`src/rtl/codec_pkg.sv`:
```
package codec_pkg;

  localparam int CW_W      = 8;
  localparam int START_POS = 7;
  localparam int DACWR_POS = 4;
  localparam int MUX_POS   = 3;
  localparam int PWR_POS   = 2;
  localparam int ADCEN_POS = 1;
  localparam int DACEN_POS = 0;

  typedef enum logic [1:0] {
    PH_CTRL = 2'd0,
    PH_DAC  = 2'd1,
    PH_READ = 2'd2
  } phase_e;

  typedef struct packed {
    logic start;
    logic dac_wr;
    logic mux;
    logic pwr;
    logic adc_on;
    logic dac_on;
  } ctrl_fields_t;

  function automatic ctrl_fields_t decode_ctrl(input logic [CW_W-1:0] w);
    ctrl_fields_t f;
    f.start  = w[START_POS];
    f.dac_wr = w[DACWR_POS];
    f.mux    = w[MUX_POS];
    f.pwr    = w[PWR_POS];
    f.adc_on = w[ADCEN_POS];
    f.dac_on = w[DACEN_POS];
    return f;
  endfunction

  function automatic logic word_starts_conv(input ctrl_fields_t f, input logic cur_mux);
    return f.adc_on && !f.dac_wr && (f.mux == cur_mux);
  endfunction

  function automatic logic adc_only_mode(input logic adc_on, input logic dac_on);
    return adc_on && !dac_on;
  endfunction

endpackage

```
`src/rtl/codec_edge_det.sv`:
```
module codec_edge_det (
  input  logic clk,
  input  logic rst_n,
  input  logic sclk,
  input  logic cs_n,
  output logic sclk_rise,
  output logic sclk_fall,
  output logic cs_rise,
  output logic cs_fall
);
  logic sclk_q;
  logic cs_q;

  always_ff @(posedge clk or negedge rst_n) begin
    if (!rst_n) begin
      sclk_q <= 1'b0;
      cs_q   <= 1'b1;
    end else begin
      sclk_q <= sclk;
      cs_q   <= cs_n;
    end
  end

  // Chip select high wins over any clock edge in the same cycle.
  assign sclk_rise = sclk && !sclk_q && !cs_n;
  assign sclk_fall = !sclk && sclk_q && !cs_n;
  assign cs_rise   = cs_n && !cs_q;
  assign cs_fall   = !cs_n && cs_q;
endmodule

```
`src/rtl/codec_shift_in.sv`:
```
module codec_shift_in #(
  parameter int W = 8
) (
  input  logic         clk,
  input  logic         rst_n,
  input  logic         clr,
  input  logic         shift_en,
  input  logic         din,
  output logic [W-1:0] word_next,
  output logic         last,
  output logic         partial
);
  localparam int CNT_W = $clog2(W) + 1;

  logic [W-1:0]     sr_q;
  logic [CNT_W-1:0] cnt_q;

  assign word_next = {sr_q[W-2:0], din};
  assign last      = shift_en && (cnt_q == CNT_W'(W-1));
  assign partial   = (cnt_q != '0);

  always_ff @(posedge clk or negedge rst_n) begin
    if (!rst_n) begin
      sr_q  <= '0;
      cnt_q <= '0;
    end else begin
      if (shift_en) sr_q <= word_next;
      if (last)          cnt_q <= '0;
      else if (clr)      cnt_q <= shift_en ? CNT_W'(1) : '0;
      else if (shift_en) cnt_q <= cnt_q + CNT_W'(1);
    end
  end
endmodule

```
`src/rtl/codec_shift_out.sv`:
```
module codec_shift_out #(
  parameter int W = 8
) (
  input  logic         clk,
  input  logic         rst_n,
  input  logic         load,
  input  logic [W-1:0] load_data,
  input  logic         shift_en,
  output logic         bit_out,
  output logic         last
);
  localparam int CNT_W = $clog2(W) + 1;

  logic [W-1:0]     sr_q;
  logic [CNT_W-1:0] cnt_q;

  assign bit_out = sr_q[W-1];
  assign last    = shift_en && (cnt_q == CNT_W'(W-1));

  always_ff @(posedge clk or negedge rst_n) begin
    if (!rst_n) begin
      sr_q  <= '0;
      cnt_q <= '0;
    end else if (load) begin
      sr_q  <= load_data;
      cnt_q <= '0;
    end else if (shift_en) begin
      sr_q  <= {sr_q[W-2:0], 1'b0};
      cnt_q <= last ? '0 : cnt_q + CNT_W'(1);
    end
  end
endmodule

```
`src/rtl/codec_serial_if.sv`:
```
module codec_serial_if
  import codec_pkg::*;
#(
  parameter int DATA_W = 8
) (
  input  logic              clk,
  input  logic              rst_n,
  input  logic              cs_n,
  input  logic              sclk,
  input  logic              din,
  output logic              dout,
  output logic              dout_oe,
  input  logic [DATA_W-1:0] adc_data,
  input  logic              adc_done,
  output logic              conv_start,
  output logic              adc_en,
  output logic              dac_en,
  output logic              pwr_mode,
  output logic              mux_sel,
  output logic [DATA_W-1:0] dac_code,
  output logic              dac_load
);

  // Named events, also observed by the bound checker.
  logic sclk_rise, sclk_fall, cs_rise, cs_fall;
  logic ctrl_shift_en, ctrl_clr, ctrl_last, ctrl_partial;
  logic ctrl_word_valid, ctrl_abort;
  logic dac_shift_en, dac_last, dac_partial, dac_abort;
  logic rd_load, rd_shift_en, rd_last, rd_bit, rd_pause;
  logic [CW_W-1:0]   ctrl_word;
  logic [DATA_W-1:0] dac_word;
  ctrl_fields_t      fields;

  phase_e            phase_q;
  logic              need_ctrl_q;
  logic              busy_q;
  logic              res_valid_q;
  logic [DATA_W-1:0] res_q;
  logic              adc_en_q, dac_en_q, pwr_q, mux_q;
  logic [DATA_W-1:0] dac_q;
  logic              conv_q, dac_load_q;

  codec_edge_det edge_i (
    .clk       (clk),
    .rst_n     (rst_n),
    .sclk      (sclk),
    .cs_n      (cs_n),
    .sclk_rise (sclk_rise),
    .sclk_fall (sclk_fall),
    .cs_rise   (cs_rise),
    .cs_fall   (cs_fall)
  );

  assign ctrl_shift_en = sclk_rise && (phase_q == PH_CTRL);
  assign ctrl_clr      = cs_fall || rd_load;

  codec_shift_in #(.W(CW_W)) ctrl_rx_i (
    .clk       (clk),
    .rst_n     (rst_n),
    .clr       (ctrl_clr),
    .shift_en  (ctrl_shift_en),
    .din       (din),
    .word_next (ctrl_word),
    .last      (ctrl_last),
    .partial   (ctrl_partial)
  );

  assign fields          = decode_ctrl(ctrl_word);
  assign ctrl_word_valid = ctrl_last && fields.start;
  assign ctrl_abort      = cs_rise && (phase_q == PH_CTRL) && ctrl_partial;

  assign dac_shift_en = sclk_rise && (phase_q == PH_DAC);
  assign dac_abort    = cs_rise && (phase_q == PH_DAC);

  codec_shift_in #(.W(DATA_W)) dac_rx_i (
    .clk       (clk),
    .rst_n     (rst_n),
    .clr       (cs_fall),
    .shift_en  (dac_shift_en),
    .din       (din),
    .word_next (dac_word),
    .last      (dac_last),
    .partial   (dac_partial)
  );

  assign rd_load     = res_valid_q && (phase_q == PH_CTRL) && !ctrl_partial && !ctrl_shift_en;
  assign rd_shift_en = sclk_fall && (phase_q == PH_READ);
  assign rd_pause    = cs_rise && (phase_q == PH_READ);

  codec_shift_out #(.W(DATA_W)) rd_tx_i (
    .clk       (clk),
    .rst_n     (rst_n),
    .load      (rd_load),
    .load_data (res_q),
    .shift_en  (rd_shift_en),
    .bit_out   (rd_bit),
    .last      (rd_last)
  );

  always_ff @(posedge clk or negedge rst_n) begin
    if (!rst_n) begin
      phase_q     <= PH_CTRL;
      need_ctrl_q <= 1'b1;
      busy_q      <= 1'b0;
      res_valid_q <= 1'b0;
      res_q       <= '0;
      adc_en_q    <= 1'b0;
      dac_en_q    <= 1'b0;
      pwr_q       <= 1'b0;
      mux_q       <= 1'b0;
      dac_q       <= '0;
      conv_q      <= 1'b0;
      dac_load_q  <= 1'b0;
    end else begin
      conv_q     <= 1'b0;
      dac_load_q <= 1'b0;

      if (adc_done && busy_q) begin
        res_q       <= adc_data;
        res_valid_q <= 1'b1;
        busy_q      <= 1'b0;
      end

      if (ctrl_abort) begin
        // Return to the power-up state: full shutdown.
        phase_q     <= PH_CTRL;
        need_ctrl_q <= 1'b1;
        busy_q      <= 1'b0;
        res_valid_q <= 1'b0;
        adc_en_q    <= 1'b0;
        dac_en_q    <= 1'b0;
        pwr_q       <= 1'b0;
        mux_q       <= 1'b0;
        dac_q       <= '0;
      end else if (dac_abort) begin
        phase_q     <= PH_CTRL;
        need_ctrl_q <= 1'b1;
      end else if (rd_pause) begin
        need_ctrl_q <= 1'b1;
      end

      if (ctrl_word_valid) begin
        need_ctrl_q <= 1'b0;
        adc_en_q    <= fields.adc_on;
        dac_en_q    <= fields.dac_on;
        pwr_q       <= fields.pwr;
        if (fields.dac_wr) phase_q <= PH_DAC;
        if (fields.mux != mux_q) begin
          mux_q <= fields.mux;
        end else if (word_starts_conv(fields, mux_q)) begin
          conv_q <= 1'b1;
          busy_q <= 1'b1;
        end
      end

      if (dac_last) begin
        dac_q      <= dac_word;
        dac_load_q <= 1'b1;
        phase_q    <= PH_CTRL;
      end

      if (rd_load) begin
        phase_q     <= PH_READ;
        res_valid_q <= 1'b0;
      end

      if (rd_last) begin
        phase_q <= PH_CTRL;
        if (adc_only_mode(adc_en_q, dac_en_q) && !need_ctrl_q) begin
          conv_q <= 1'b1;
          busy_q <= 1'b1;
        end
      end
    end
  end

  assign dout_oe    = (phase_q == PH_READ) && !cs_n;
  assign dout       = dout_oe && rd_bit;
  assign conv_start = conv_q;
  assign adc_en     = adc_en_q;
  assign dac_en     = dac_en_q;
  assign pwr_mode   = pwr_q;
  assign mux_sel    = mux_q;
  assign dac_code   = dac_q;
  assign dac_load   = dac_load_q;

endmodule

```
`config.mk`:
```
export PLATFORM = sky130hd
export DESIGN_NAME = codec_serial_if
export DESIGN_NICKNAME = d
export VERILOG_FILES = /design/src/rtl/codec_pkg.sv /design/src/rtl/codec_edge_det.sv /design/src/rtl/codec_shift_in.sv /design/src/rtl/codec_shift_out.sv /design/src/rtl/codec_serial_if.sv
export SDC_FILE = /design/constraint.sdc
export NUM_CORES = 1
export LEC_CHECK = 0
export BUFFER_PORTS_ARGS = -buffer_cell sky130_fd_sc_hd__buf_2
export CAP_MARGIN = 0
export CORE_ASPECT_RATIO = 0.6
export CORE_MARGIN = 4
export CORE_UTILIZATION = 45
export DETAILED_ROUTE_END_ITERATION = 8
export PLACE_DENSITY = 0.65
export SLEW_MARGIN = 20
export SYNTH_ARGS = -nofsm -noshare
export SYNTH_HDL_FRONTEND = slang
export SYNTH_SLANG_ARGS = --single-unit
```
`constraint.sdc`:
```
create_clock -name clk -period 2.5 [get_ports clk]
set_input_delay 0.375 -clock clk [delete_from_list [all_inputs] [get_ports clk]]
set_output_delay 0.375 -clock clk [all_outputs]
set_load 0.01 [all_outputs]
```
---- Yosys cells after proc, flatten, opt, wreduce, memory -nomap -nowiden ----
Index checks and enable logic that the tools add are counted.
storage, ports and cells
  register bits after elaboration ......... 63
  input port bits ......................... 14
  output and inout port bits .............. 16
operators by class
  $add $sub $neg .......................... 3
  eq/ne operators ......................... 7
  muxes and demuxes ....................... 49
  reduce and logical (&&, ||, !) cells .... 46
operator list
  cell                   count
  $mux W4                9
  $mux W8                4
  $mux W1                29
  $logic_and A1 B1 Y1    27
  $mux W2                7
  $add A4 B1 Y4 const B  3
  $eq A4 B3 Y1 const B   3
  $logic_not A1 Y1       9
  $reduce_bool A3 Y1     3
  $reduce_bool A4 Y1     2
  $reduce_bool A2 Y1     3
  $eq A2 B1 Y1 const B   1
  $eq A2 B2 Y1 const B   1
  $logic_not A2 Y1       1
  $eq A1 B1 Y1           1
  $logic_or A1 B1 Y1     1
  $ne A1 B1 Y1           1

---- Depth between registers and ports, before layout ----
  depth in word-level cells ............... 10
  depth in mapped cells ................... 7

---- Modules after synthesis ----
From an unflattened synthesis, not the netlist that was laid out.
unflattened totals
  cells, all modules ...................... 250
  area total of the unflattened synthesis .. 2837.7 µm²
modules (own cells, without submodules)
  module           instances  cells each  area each (µm²)  sequential area each (µm²)
  codec_serial_if  1          107         1183.6           676.9
  codec_shift_in   2          42          489.2            275.3
  codec_shift_out  1          53          596.8            300.3
  codec_edge_det   1          6           78.8             51.3

---- Worst setup path after synthesis ----
OpenSTA, ideal clock, no wires.
  kind .................................... flip-flop to flip-flop
  from .................................... reg ctrl_rx_i.cnt_q[0]
  to ...................................... reg rd_tx_i.cnt_q[3]
  setup time .............................. 124 ps
  data arrival time ....................... 1754 ps
  required time ........................... 2376 ps
  path slack .............................. 622 ps
  stages on the path, launching flop included .. 7
  clock period less this slack ............ 1878 ps
  path through ............................ dfrtp_1 inv_1 ha_1 or4b_4 nor3_1 o22ai_2 a211o_1
between the ends
  longest elaborated chain between the ends .. 5
  elaborated cells between the ends (all ways) .. 6
  those cells by class .................... mux: 1; reduce/logical: 5
RTL lines
  item                                           RTL line               RTL
  start, declared                                codec_shift_in.sv:16   logic [CNT_W-1:0] cnt_q;
  start signal, assigned                         codec_shift_in.sv:29   else if (clr) cnt_q <= shift_en ? CNT_W'(1) : '0;
  start signal, assigned                         codec_shift_in.sv:30   else if (shift_en) cnt_q <= cnt_q + CNT_W'(1);
  $reduce_bool A4 Y1 *                           codec_shift_in.sv:20   assign partial = (cnt_q != '0);
  $logic_not A1 Y1 *                             codec_serial_if.sv:86  assign rd_load = res_valid_q && (phase_q == PH_CTRL) && !ctrl_partial && !ctrl_shift_en;
  $logic_and A1 B1 Y1 * (2 in series)            codec_serial_if.sv:86
  $mux W4 or $reduce_bool A2 Y1 (tied branches)  -
  end signal, assigned                           codec_shift_out.sv:29  cnt_q <= last ? '0 : cnt_q + CNT_W'(1);
  end, declared                                  codec_shift_out.sv:15  logic [CNT_W-1:0] cnt_q;
Mark *: on every way between the ends. The rest lies on a longest branch, timed or not.
A chain may end at the register's enable or synchronous reset.

---- Worst setup path after layout ----
  from .................................... reg ctrl_rx_i.cnt_q[1]
  to ...................................... reg ctrl_rx_i.cnt_q[0]
between the ends
  longest elaborated chain between the ends .. 7
  elaborated cells between the ends (all ways) .. 10
  those cells by class .................... eq/ne: 1; mux: 2; reduce/logical: 7
RTL lines
  item                               RTL line               RTL
  $reduce_bool A4 Y1                 codec_shift_in.sv:20
  $logic_not A1 Y1                   codec_serial_if.sv:86
  $logic_and A1 B1 Y1 (2 in series)  codec_serial_if.sv:86
  $logic_or A1 B1 Y1                 codec_serial_if.sv:55  assign ctrl_clr = cs_fall || rd_load;
  $mux W4                            codec_shift_in.sv:29
  $mux W4                            codec_shift_in.sv:28   if (last) cnt_q <= '0;
Parallel ways exist; a longest one is shown, timed or not.

==> key figures <==
Clocking
  • H-tree depth: 3
  • Clk root buf: clkbuf_8
  • Number of buffers created by CTS: 9
  • Post-CTS setup buffer count: 0
  • Clock Path Buffers: 2
  • CTS resizes: 0
  • Sink Count: 63
  • Clock Latency Late Sink: 0.35 ns
  • Hold-fix buffers at CTS: 0
  • CTS tree: built
  • Worst-path clk slew: 0.06 ns

Cells and area
  • FF/Latch Area: 0.00158 sq mm
  • # diodes: 0
  • Share of layout cells above drive strength 1: 33.1%
  • Net count, final: 285
  • Area grow syn2layout: 16.5%
  • Finished Cell Area: 0.00325 sq mm
  • Fill count: 515
  • Area of the multi-input gates: 0.00113 sq mm

Synthesis
  • Yosys reg bits: 63
  • Synth async-reset ratio: 100%
  • Seq/Total Area, Yosys: 56.6%
  • Count leader, synth: dfrtp_1
  • Syn_nets: 246
  • Post-Synthesis Cells: 228
  • Synth top area share: 54.8%
  • Ys flop type: dfrtp_1
  • EDFF count, synth: 0
  • Total number of yosys warnings: 0
  • Synthesized cell area: 0.00279 sq mm
  • Area contributors post-synth: dfrtp_1 (55%), mux2_2 (8.9%), a22o_1 (4.4%)
  • Syn avg cell area: 12.2 sq um
  • Cell taking the most area after synthesis: dfrtp_1
  • Synth top cells by count: dfrtp_1 (61), mux2_2 (22), nand2_1 (16), a22o_1 (14), nor2_1 (14)
  • Yosys cell types: 42

Routing
  • Routed len/inst: 15.6 microns
  • Vias: 1866
  • Drt first-iter violations: 122
  • Pre-antenna DRT Iters: 4
  • # DRC: 0
  • Drt total wl: 5.48 mm
  • Final antenna-violating net count: 0
  • DR vias/cell: 5.30

Timing
  • Max Fclk: 0.479 GHz
  • Setup violations, final: 0
  • Clock Skew: 0.00681 ns
  • Clock period minus final worst setup slack: 2.09 ns
  • Setup tns final: 0 ns
  • Hold Fails Final Rpt: 0
  • Rel. slew slack: 52.0%
  • Max-slew violations: 0
  • Worst Tran Pin Value: 0.709 ns
  • Hold_ws: 0.0344 ns
  • Final period util: 83.5%
  • RSZ-0062 raised after global routing: false

Power and ir drop
  • Worst vdd ir: 332 uV
  • Leak: 0.00163 uW
  • Pwr per Cell Area: 710 mW/mm^2

Setup path
  • WP data arrival: 2.35 ns
  • Crit Path Class: reg -> reg
  • Critical path peak fanout: 11
  • Crit. End Element: flip-flop
  • Worst EP required: 2.76 ns
  • Startpoint Class: flip-flop

Placed design
  • DP Area: 0.00304 sq mm
  • RePlAce Congestion: 0.809
  • PortBufs: 29
  • Final HPWL DP: 3.85 mm

GRT
  • Vias in the first global route: 1922
  • Global-route wire length before repair: 9.67 mm
  • Largest net degree at the start of global routing: 64
  • All-Layer GR Usage: 17.5%
  • Initial antenna violation count: 0
  • Overflow after GRT: 0

Floorplanning
  • # rows: 21
  • Height of the chip: 69.0 microns
  • Total die area: 0.00756 sq mm
  • Core ar.: 0.00578 sq mm
  • Initial Utilization: 48.2%
  • Die X: 110 microns
  • Ports: 30

Outcome
  • Outcome: finished, final reports clean

Flow run
  • Max cap viols: 0

Min path
  • Hold Path Class: in -> async
[power breakdown]
part | internal (uW) | switching (uW)
registers | 1100 | 75.0
clock network | 539 | 376
logic | 114 | 99.1
[cell usage in the layout, fill, tap and decap left out, drive strengths merged, types with 6 or more instances in the layout]
| cell | n |
|---|---|
| a21o | 7 |
| a21oi | 8 |
| a22o | 15 |
| buf | 36 |
| clkbuf | 13 |
| dfrtp | 61 |
| inv | 6 |
| mux2 | 22 |
| mux2i | 6 |
| nand2 | 16 |
| nand3 | 10 |
| nor2 | 14 |
| nor3 | 8 |
| o21ai | 6 |
[area by class of cell]
| type | instances | area share, % |
|---|---|---|
| clock buffer | 13 | 5.20 |
| sequential | 63 | 48.6 |
| multi-input combinational | 151 | 34.7 |
| clock inverter | 3 | 1.23 |
| inverter | 6 | 0.694 |
| tap | 80 | 3.08 |
| timing repair buffer | 36 | 6.47 |
[stage by stage]
| step | total power (uW) | instances | utilization [%] | setup slack (ns) |
|---|---|---|---|---|
| after global routing | 2420 | 352 | 56.2 | 0.281 |
| after floorplan | 1320 | 228 | - | 0.622 |
| after global placement | 1400 | 336 | 52.6 | 0.375 |
| after detailed placement | 1410 | 336 | 52.6 | 0.395 |
| after CTS | 2330 | 352 | 56.2 | 0.421 |
| final | 2310 | 352 | 56.2 | 0.412 |
[state kept, by name, indices dropped and copies added (netlist names), 2 cells and up]
signal and flops:
dac_rx_i.cnt_q 4, dac_rx_i.sr_q 7, res_q 8, rd_tx_i.sr_q 8
dac_code 8, ctrl_rx_i.cnt_q 4, rd_tx_i.cnt_q 4, phase_q 2
ctrl_rx_i.sr_q 7
[cell families after synthesis]
group                      after synthesis  synth area share, %
AOI/OAI and AO/OA                       40                 11.0
adders and majority gates                4                 1.80
buffers and inverters                   14                 2.96
and+or+nand+nor                         75                 15.3
xor gates and xnor gates                 4                 1.26
muxes                                   28                 11.0
DFF                                     63                 56.6
[layer usage]
layer / vias to the layer above / wire length [microns] / track usage [%]
met4: 0 / 78 / 7.00
met5: - / 0 / 0
met3: 10 / 352 / 6.98
met2: 42 / 2150 / 22.9
met1: 915 / 2900 / 25.5
li1: 899 / - / -
[critical path, stage by stage (launching register included)]
cell and delay (ns):
dfrtp_1 0.41, inv_1 0.07, ha_1 0.15, or4b_4 0.49
nor3_2 0.29, buf_4 0.25, or3_1 0.16, mux2i_1 0.18
[path summary, 6_finish.rpt]
kind / startpoint / end / slack, ns / cells past startpoint
max: ctrl_rx_i.cnt_q[1]$_DFFE_PN0P_ / ctrl_rx_i.cnt_q[0]$_DFFE_PN0P_ / 0.41 / 7
min: rst_n / dac_code[2]$_DFFE_PN0P_ / 0.03 / 2
max reg2reg: ctrl_rx_i.cnt_q[1]$_DFFE_PN0P_ / ctrl_rx_i.cnt_q[0]$_DFFE_PN0P_ / 0.41 / 7
min reg2reg: need_ctrl_q$_DFFE_PN1P_ / need_ctrl_q$_DFFE_PN1P_ / 0.46 / 2
max in group asynchronous: rst_n / edge_i.cs_q$_DFF_PN1_ / 2.17 / 2
min in group clk: sclk / edge_i.sclk_q$_DFF_PN0_ / 0.20 / 1
Note: power is estimated with default switching activity, not from simulation.
